File: src/rtl/lzc_pkg.sv
// Package: shared sizes for the staged leading-zero counter.
// Assumes the stage widths sum to the data width, so an all-zero word
// reaches the full count.
package lzc_pkg;
    localparam int LZC_DATA_W  = 24;
    localparam int LZC_CNT_W   = $clog2(LZC_DATA_W + 1);
    localparam int LZC_STAGES  = 5;
    localparam int LZC_STAGE_W [LZC_STAGES] = '{12, 6, 3, 2, 1};
endpackage

File: src/rtl/lzc_stage.sv
// Module: one test of the leading-zero chain.
// It checks the top TEST_W bits of the working word. If they are all zero,
// it adds TEST_W to the count and shifts the word left by TEST_W.
// Assumes the incoming count plus TEST_W fits in CNT_W bits.
module lzc_stage #(
    parameter int DATA_W = 24,
    parameter int CNT_W  = 5,
    parameter int TEST_W = 12
) (
    input  logic [DATA_W-1:0] word_i,
    input  logic [CNT_W-1:0]  cnt_i,
    output logic [DATA_W-1:0] word_o,
    output logic [CNT_W-1:0]  cnt_o
);
    logic top_zero;

    // Purpose: detect an all-zero top slice of the working word.
    assign top_zero = (word_i[DATA_W-1 -: TEST_W] == '0);

    // Purpose: move the lower part into view and extend the count.
    always_comb begin
        word_o = word_i;
        cnt_o  = cnt_i;
        if (top_zero) begin
            word_o = word_i << TEST_W;
            cnt_o  = cnt_i + CNT_W'(TEST_W);
        end
    end
endmodule

File: src/rtl/lzc24_top.sv
// Module: staged leading-zero counter with one output register.
// It chains one lzc_stage per entry of LZC_STAGE_W and registers the final
// count when in_valid is high. Uses a synchronous active-low reset.
// Assumes the entries of LZC_STAGE_W sum to DATA_W.
module lzc24_top
    import lzc_pkg::*;
#(
    parameter int DATA_W = LZC_DATA_W,
    parameter int CNT_W  = LZC_CNT_W
) (
    input  logic              clk,
    input  logic              rst_n,
    input  logic              in_valid,
    input  logic [DATA_W-1:0] in_data,
    output logic [CNT_W-1:0]  out_count,
    output logic              out_valid
);
    localparam int NST = LZC_STAGES;

    logic [(NST+1)*DATA_W-1:0] word_chain;
    logic [(NST+1)*CNT_W-1:0]  cnt_chain;
    logic [CNT_W-1:0]          cnt_final;

    assign word_chain[DATA_W-1:0] = in_data;
    assign cnt_chain[CNT_W-1:0]   = '0;

    genvar gi;
    generate
        for (gi = 0; gi < NST; gi++) begin : g_stage
            lzc_stage #(
                .DATA_W (DATA_W),
                .CNT_W  (CNT_W),
                .TEST_W (LZC_STAGE_W[gi])
            ) u_stage (
                .word_i (word_chain[gi*DATA_W +: DATA_W]),
                .cnt_i  (cnt_chain[gi*CNT_W +: CNT_W]),
                .word_o (word_chain[(gi+1)*DATA_W +: DATA_W]),
                .cnt_o  (cnt_chain[(gi+1)*CNT_W +: CNT_W])
            );
        end
    endgenerate

    assign cnt_final = cnt_chain[NST*CNT_W +: CNT_W];

    // Purpose: capture the count on an accepted word and track the strobe.
    always_ff @(posedge clk) begin
        if (!rst_n) begin
            out_valid <= 1'b0;
            out_count <= '0;
        end else begin
            out_valid <= in_valid;
            if (in_valid) out_count <= cnt_final;
        end
    end

    // Checks on the output register and the fixed-result cases.
    assert_valid_rise_R2: assert property (@(posedge clk) disable iff (!rst_n)
        in_valid |=> out_valid);
    assert_valid_fall_R2: assert property (@(posedge clk) disable iff (!rst_n)
        !in_valid |=> !out_valid);
    assert_zero_word_R4: assert property (@(posedge clk) disable iff (!rst_n)
        (in_valid && in_data == '0) |=> (out_count == CNT_W'(DATA_W)));
    assert_top_bit_R5: assert property (@(posedge clk) disable iff (!rst_n)
        (in_valid && in_data[DATA_W-1]) |=> (out_count == '0));
    assert_low_bit_R6: assert property (@(posedge clk) disable iff (!rst_n)
        (in_valid && in_data == DATA_W'(1)) |=> (out_count == CNT_W'(DATA_W-1)));
    assert_hold_R7: assert property (@(posedge clk) disable iff (!rst_n)
        !in_valid |=> $stable(out_count));
    assert_no_overflow_R8: assert property (@(posedge clk) disable iff (!rst_n)
        out_count <= CNT_W'(DATA_W));
endmodule

File: config.mk
export PLATFORM = sky130hd
export DESIGN_NAME = lzc24_top
export DESIGN_NICKNAME = d
export VERILOG_FILES = /design/src/rtl/lzc_pkg.sv /design/src/rtl/lzc_stage.sv /design/src/rtl/lzc24_top.sv
export SDC_FILE = /design/constraint.sdc
export NUM_CORES = 1
export LEC_CHECK = 0
export BUFFER_PORTS_ARGS = -buffer_cell sky130_fd_sc_hd__buf_4
export CAP_MARGIN = 20
export CORE_AREA = 5 5 51 53
export DETAILED_ROUTE_END_ITERATION = 16
export DIE_AREA = 0 0 56 58
export PLACE_DENSITY = 0.71
export SKIP_LAST_GASP = 1
export SYNTH_ARGS = -nofsm -noshare
export SYNTH_HDL_FRONTEND = slang
export SYNTH_SLANG_ARGS = --single-unit
File: constraint.sdc
create_clock -name clk -period 3 [get_ports clk]
set_input_delay 0.3 -clock clk [delete_from_list [all_inputs] [get_ports clk]]
set_output_delay 0.3 -clock clk [all_outputs]
set_load 0.05 [all_outputs]
==> metrics.md <==
| Metric | Value |
|---|---|
| Count leader, synth | nor2_1 |
| Clock Skew | 0 ns |
| Synth Flop Type | dfxtp_1 |
| Crit-path cells | buf_4 > or4_1 > nor3_2 > o311a_4 > a21oi_2 > or2_4 > xnor2_2 > ha_2 > o211a_1 > or4b_1 > a31o_1 |
| CTS max path bufs | 2 |
| Met2 GRT Util | 39.1% |
| Period utilization | 97.9% |
| RR Endpoint | out_count[4]$_SDFFE_PN0P_ |
| Final wirelength | 3430 um |
| Worst hold path type | input pin to register |
| Synth top area share | 13.5% |
| CTS tree | built |
| Max VDD drop | 0.000215 V |
| Share of cells above drive strength 1 | 51.9% |
| Levels on crit path | 11 |
| Global routing's busiest layer | met2 |
| Critical path's slowest cell | or4_1 |
| # DRC | 0 |
| First-pass GRT wire length | 5220 um |
| Ranking of synthesized cells by area | dfxtp_1 14%, ha_1 7.0%, nor4_4 4.8% |
| Startpoint Class | input pin |
| Port Buffer Count | 32 |
| FP Rows | 17 |
| Chip height | 58 um |
| R2R Setup Slk | 2.30 ns |
| Initial core utilization | 42.2% |
| Die area | 0.00325 mm2 |
| Clock Tree Root | clkbuf_4 |
| Core ar. | 0.00211 mm2 |
| Final min period | 2.94 ns |
| Final Setup Violations | 0 |
| Vias per cell | 5.82 |
| Async SR Flop Fraction | 0% |
| Bufs and invs on worst path | 1 |
| Outcome | finished, final reports clean |
| Post-Syn Nets | 145 |
| Tot GR Track Use | 19.6% |
| Post-synth cell types | 44 |
| Hold EP | out_count[1]$_SDFFE_PN0P_ |
| Grt met3 use | 2.45% |
| Hold Path Origin | in_valid |
| Synth Area per Inst | 7.86 um2 |
| WP data arrival | 3.07 ns |
| CP delay by family, top | simple AND/OR/NAND/NOR gates |
| Worst stage delay on the critical path | 0.58 ns |
| Mapped cell area | 888 um2 |
| Clk_lat worst skew | 0.24 ns |
| CTS sink cnt | 6 |
| Pwr Density | 203 mW/mm2 |
| Gr ovfl total | 0 |
| Layout Nets | 219 |
| Gpl congestion | 0.880 |
| Tot Pwr | 316 uW |
| Largest net degree at the start of global routing | 11 |
| DR vias | 1240 |
| First-pass iteration count of the detailed router | 4 |
| Worst R2R Start | out_count[4]$_SDFFE_PN0P_ |
| Worst reg2reg path depth | 3 |
| Io pins | 33 |
| CP Capture Type | register |
| Die W | 56 um |
| CP required | 3.14 ns |
| Total CTS buffers | 3 |
| Clk slew on worst S/H paths | 0.04 ns |
| Crit-path max FO | 5 |
| Dpl hpwl | 2780 um |
| Final Hold Fails | 0 |
| Flops & latches, synth | 6 |
| Worst slew pin tran | 0.383 ns |
| Most frequent cells after synthesis | 11 x nor2_1, 9 x nand2_1, 8 x o21ai_0, 6 x dfxtp_1, 6 x inv_1 |
| Rel. slew slack | 74.2% |
| Crit Path Category | input pin to register |
| Leakage | 0.708 nW |
| Final setup TNS | 0 ns |
| Area leader, netlist | dfxtp_1 |
| Number of synthesized flops with an enable pin | 0 |
| Max Freq | 340 MHz |
| WL per Instance | 16.1 um |
| Vias in the first global route | 1255 |
| Starting DRC count in detailed routing | 35 |
| Seq/Total Area, Yosys | 13.5% |
| Initial antenna violation count | 0 |
| Syn Inst Count | 113 |
| Max_cap viols | 0 |
| Filler instances | 172 |
| H-tree depth | 1 |
| Slew Viols, Final | 0 |
| Hold Path Depth | 2 |
| Area Growth Syn to Fin | 74.9% |
| Post-route ant nets | 0 |
| Antenna diodes | 0 |
| Met1 GRT Util | 19.5% |
| Ys Warns | 0 |
## stage by stage
step / hold WS (ns) / instances / setup slack, ns / util [%] / cell area (um2)
finish: 0.298 / 213 / 0.0631 / 73.8 / 1550
detailed placement: 0.515 / 209 / -0.312 / 68.3 / 1440
global route: 0.292 / 213 / -0.0554 / 73.8 / 1550
CTS: 0.293 / 212 / 0.00433 / 69.6 / 1470
global placement: 0.495 / 209 / -0.125 / 68.3 / 1440
floorplan: 0.412 / 113 / 0.0143 / - / 893
## metal layers
metal  up-vias  share of wire (%)  routed length (um)
met1       570                 36                1240
met3        15                5.4                 184
li1        594                  -                   -
met2        61                 54                1850
met4         0                4.7                 161
met5         -                  0                   0
## cell families after synthesis
group / Yosys count / synth area share (%)
AOI/OAI and AO/OA: 40 / 33.5
xor gates and xnor gates: 6 / 5.92
adders and majority gates: 5 / 7.04
buffers and inverters: 9 / 4.65
DFF: 6 / 13.5
muxes: 3 / 4.79
and+or+nand+nor: 44 / 30.6
## state kept, by name, summed over array words and instances (netlist names)
register,cells
out_count,5
out_valid,1
## placed cells by master (no fill, tap or decap), types with 2 or more instances in the layout
cell	n
a21oi_1	4
o2111ai_1	3
and2_1	2
ha_1	3
o211a_1	2
dfxtp_1	6
a41oi_1	3
xnor2_1	2
nand2_1	9
mux2i_1	2
inv_1	6
xnor2_2	2
a31oi_1	4
nor4_4	3
nor4_1	2
or2_2	2
xor2_1	2
and3_1	2
nor2_1	11
clkbuf_4	3
o21ai_0	8
nand3_1	2
buf_4	70
a311oi_1	2
or4_4	2
## repair_timing
action                     4_1_cts  5_1_grt
setup endpoints to repair        1        1
hold buffers                     0        0
buffers inserted                 0        1
pin swaps                        0        5
gates resized for setup          1       12
## worst max path at each step
stage | start | end
floorplan | in_data[21] | out_count[4]$_SDFFE_PN0P_
global placement | in_data[22] | out_count[4]$_SDFFE_PN0P_
detailed placement | in_data[16] | out_count[4]$_SDFFE_PN0P_
CTS | in_data[16] | out_count[4]$_SDFFE_PN0P_
global route | in_data[21] | out_count[4]$_SDFFE_PN0P_
finish | in_data[16] | out_count[4]$_SDFFE_PN0P_
## power breakdown
| group | internal [mW] | leakage, nW | switching, mW | total, mW |
|---|---|---|---|---|
| Clock | 0.0453 | 0.0138 | 0.0293 | 0.0746 |
| Combinational | 0.0766 | 0.645 | 0.0787 | 0.155 |
| Sequential | 0.0842 | 0.0494 | 0.00190 | 0.0861 |
| Total | 0.206 | 0.708 | 0.110 | 0.316 |
## cell type report
| type | instances | area, um2 | share of cell area [%] |
|---|---|---|---|
| Clock buffer | 3 | 22.5 | 1.45 |
| Inverter | 7 | 26.3 | 1.69 |
| Multi-Input combinational cell | 98 | 805 | 51.8 |
| Sequential cell | 6 | 120 | 7.73 |
| Timing Repair Buffer | 71 | 546 | 35.1 |
| Tap cell | 28 | 35.0 | 2.25 |
## worst reg2reg max path, cell delays in order (launching register included)
cell	delay, ns
dfxtp_1	0.31
nand2_1	0.06
nor2_1	0.04
a31o_1	0.17
(Power assumes the default switching activity.)
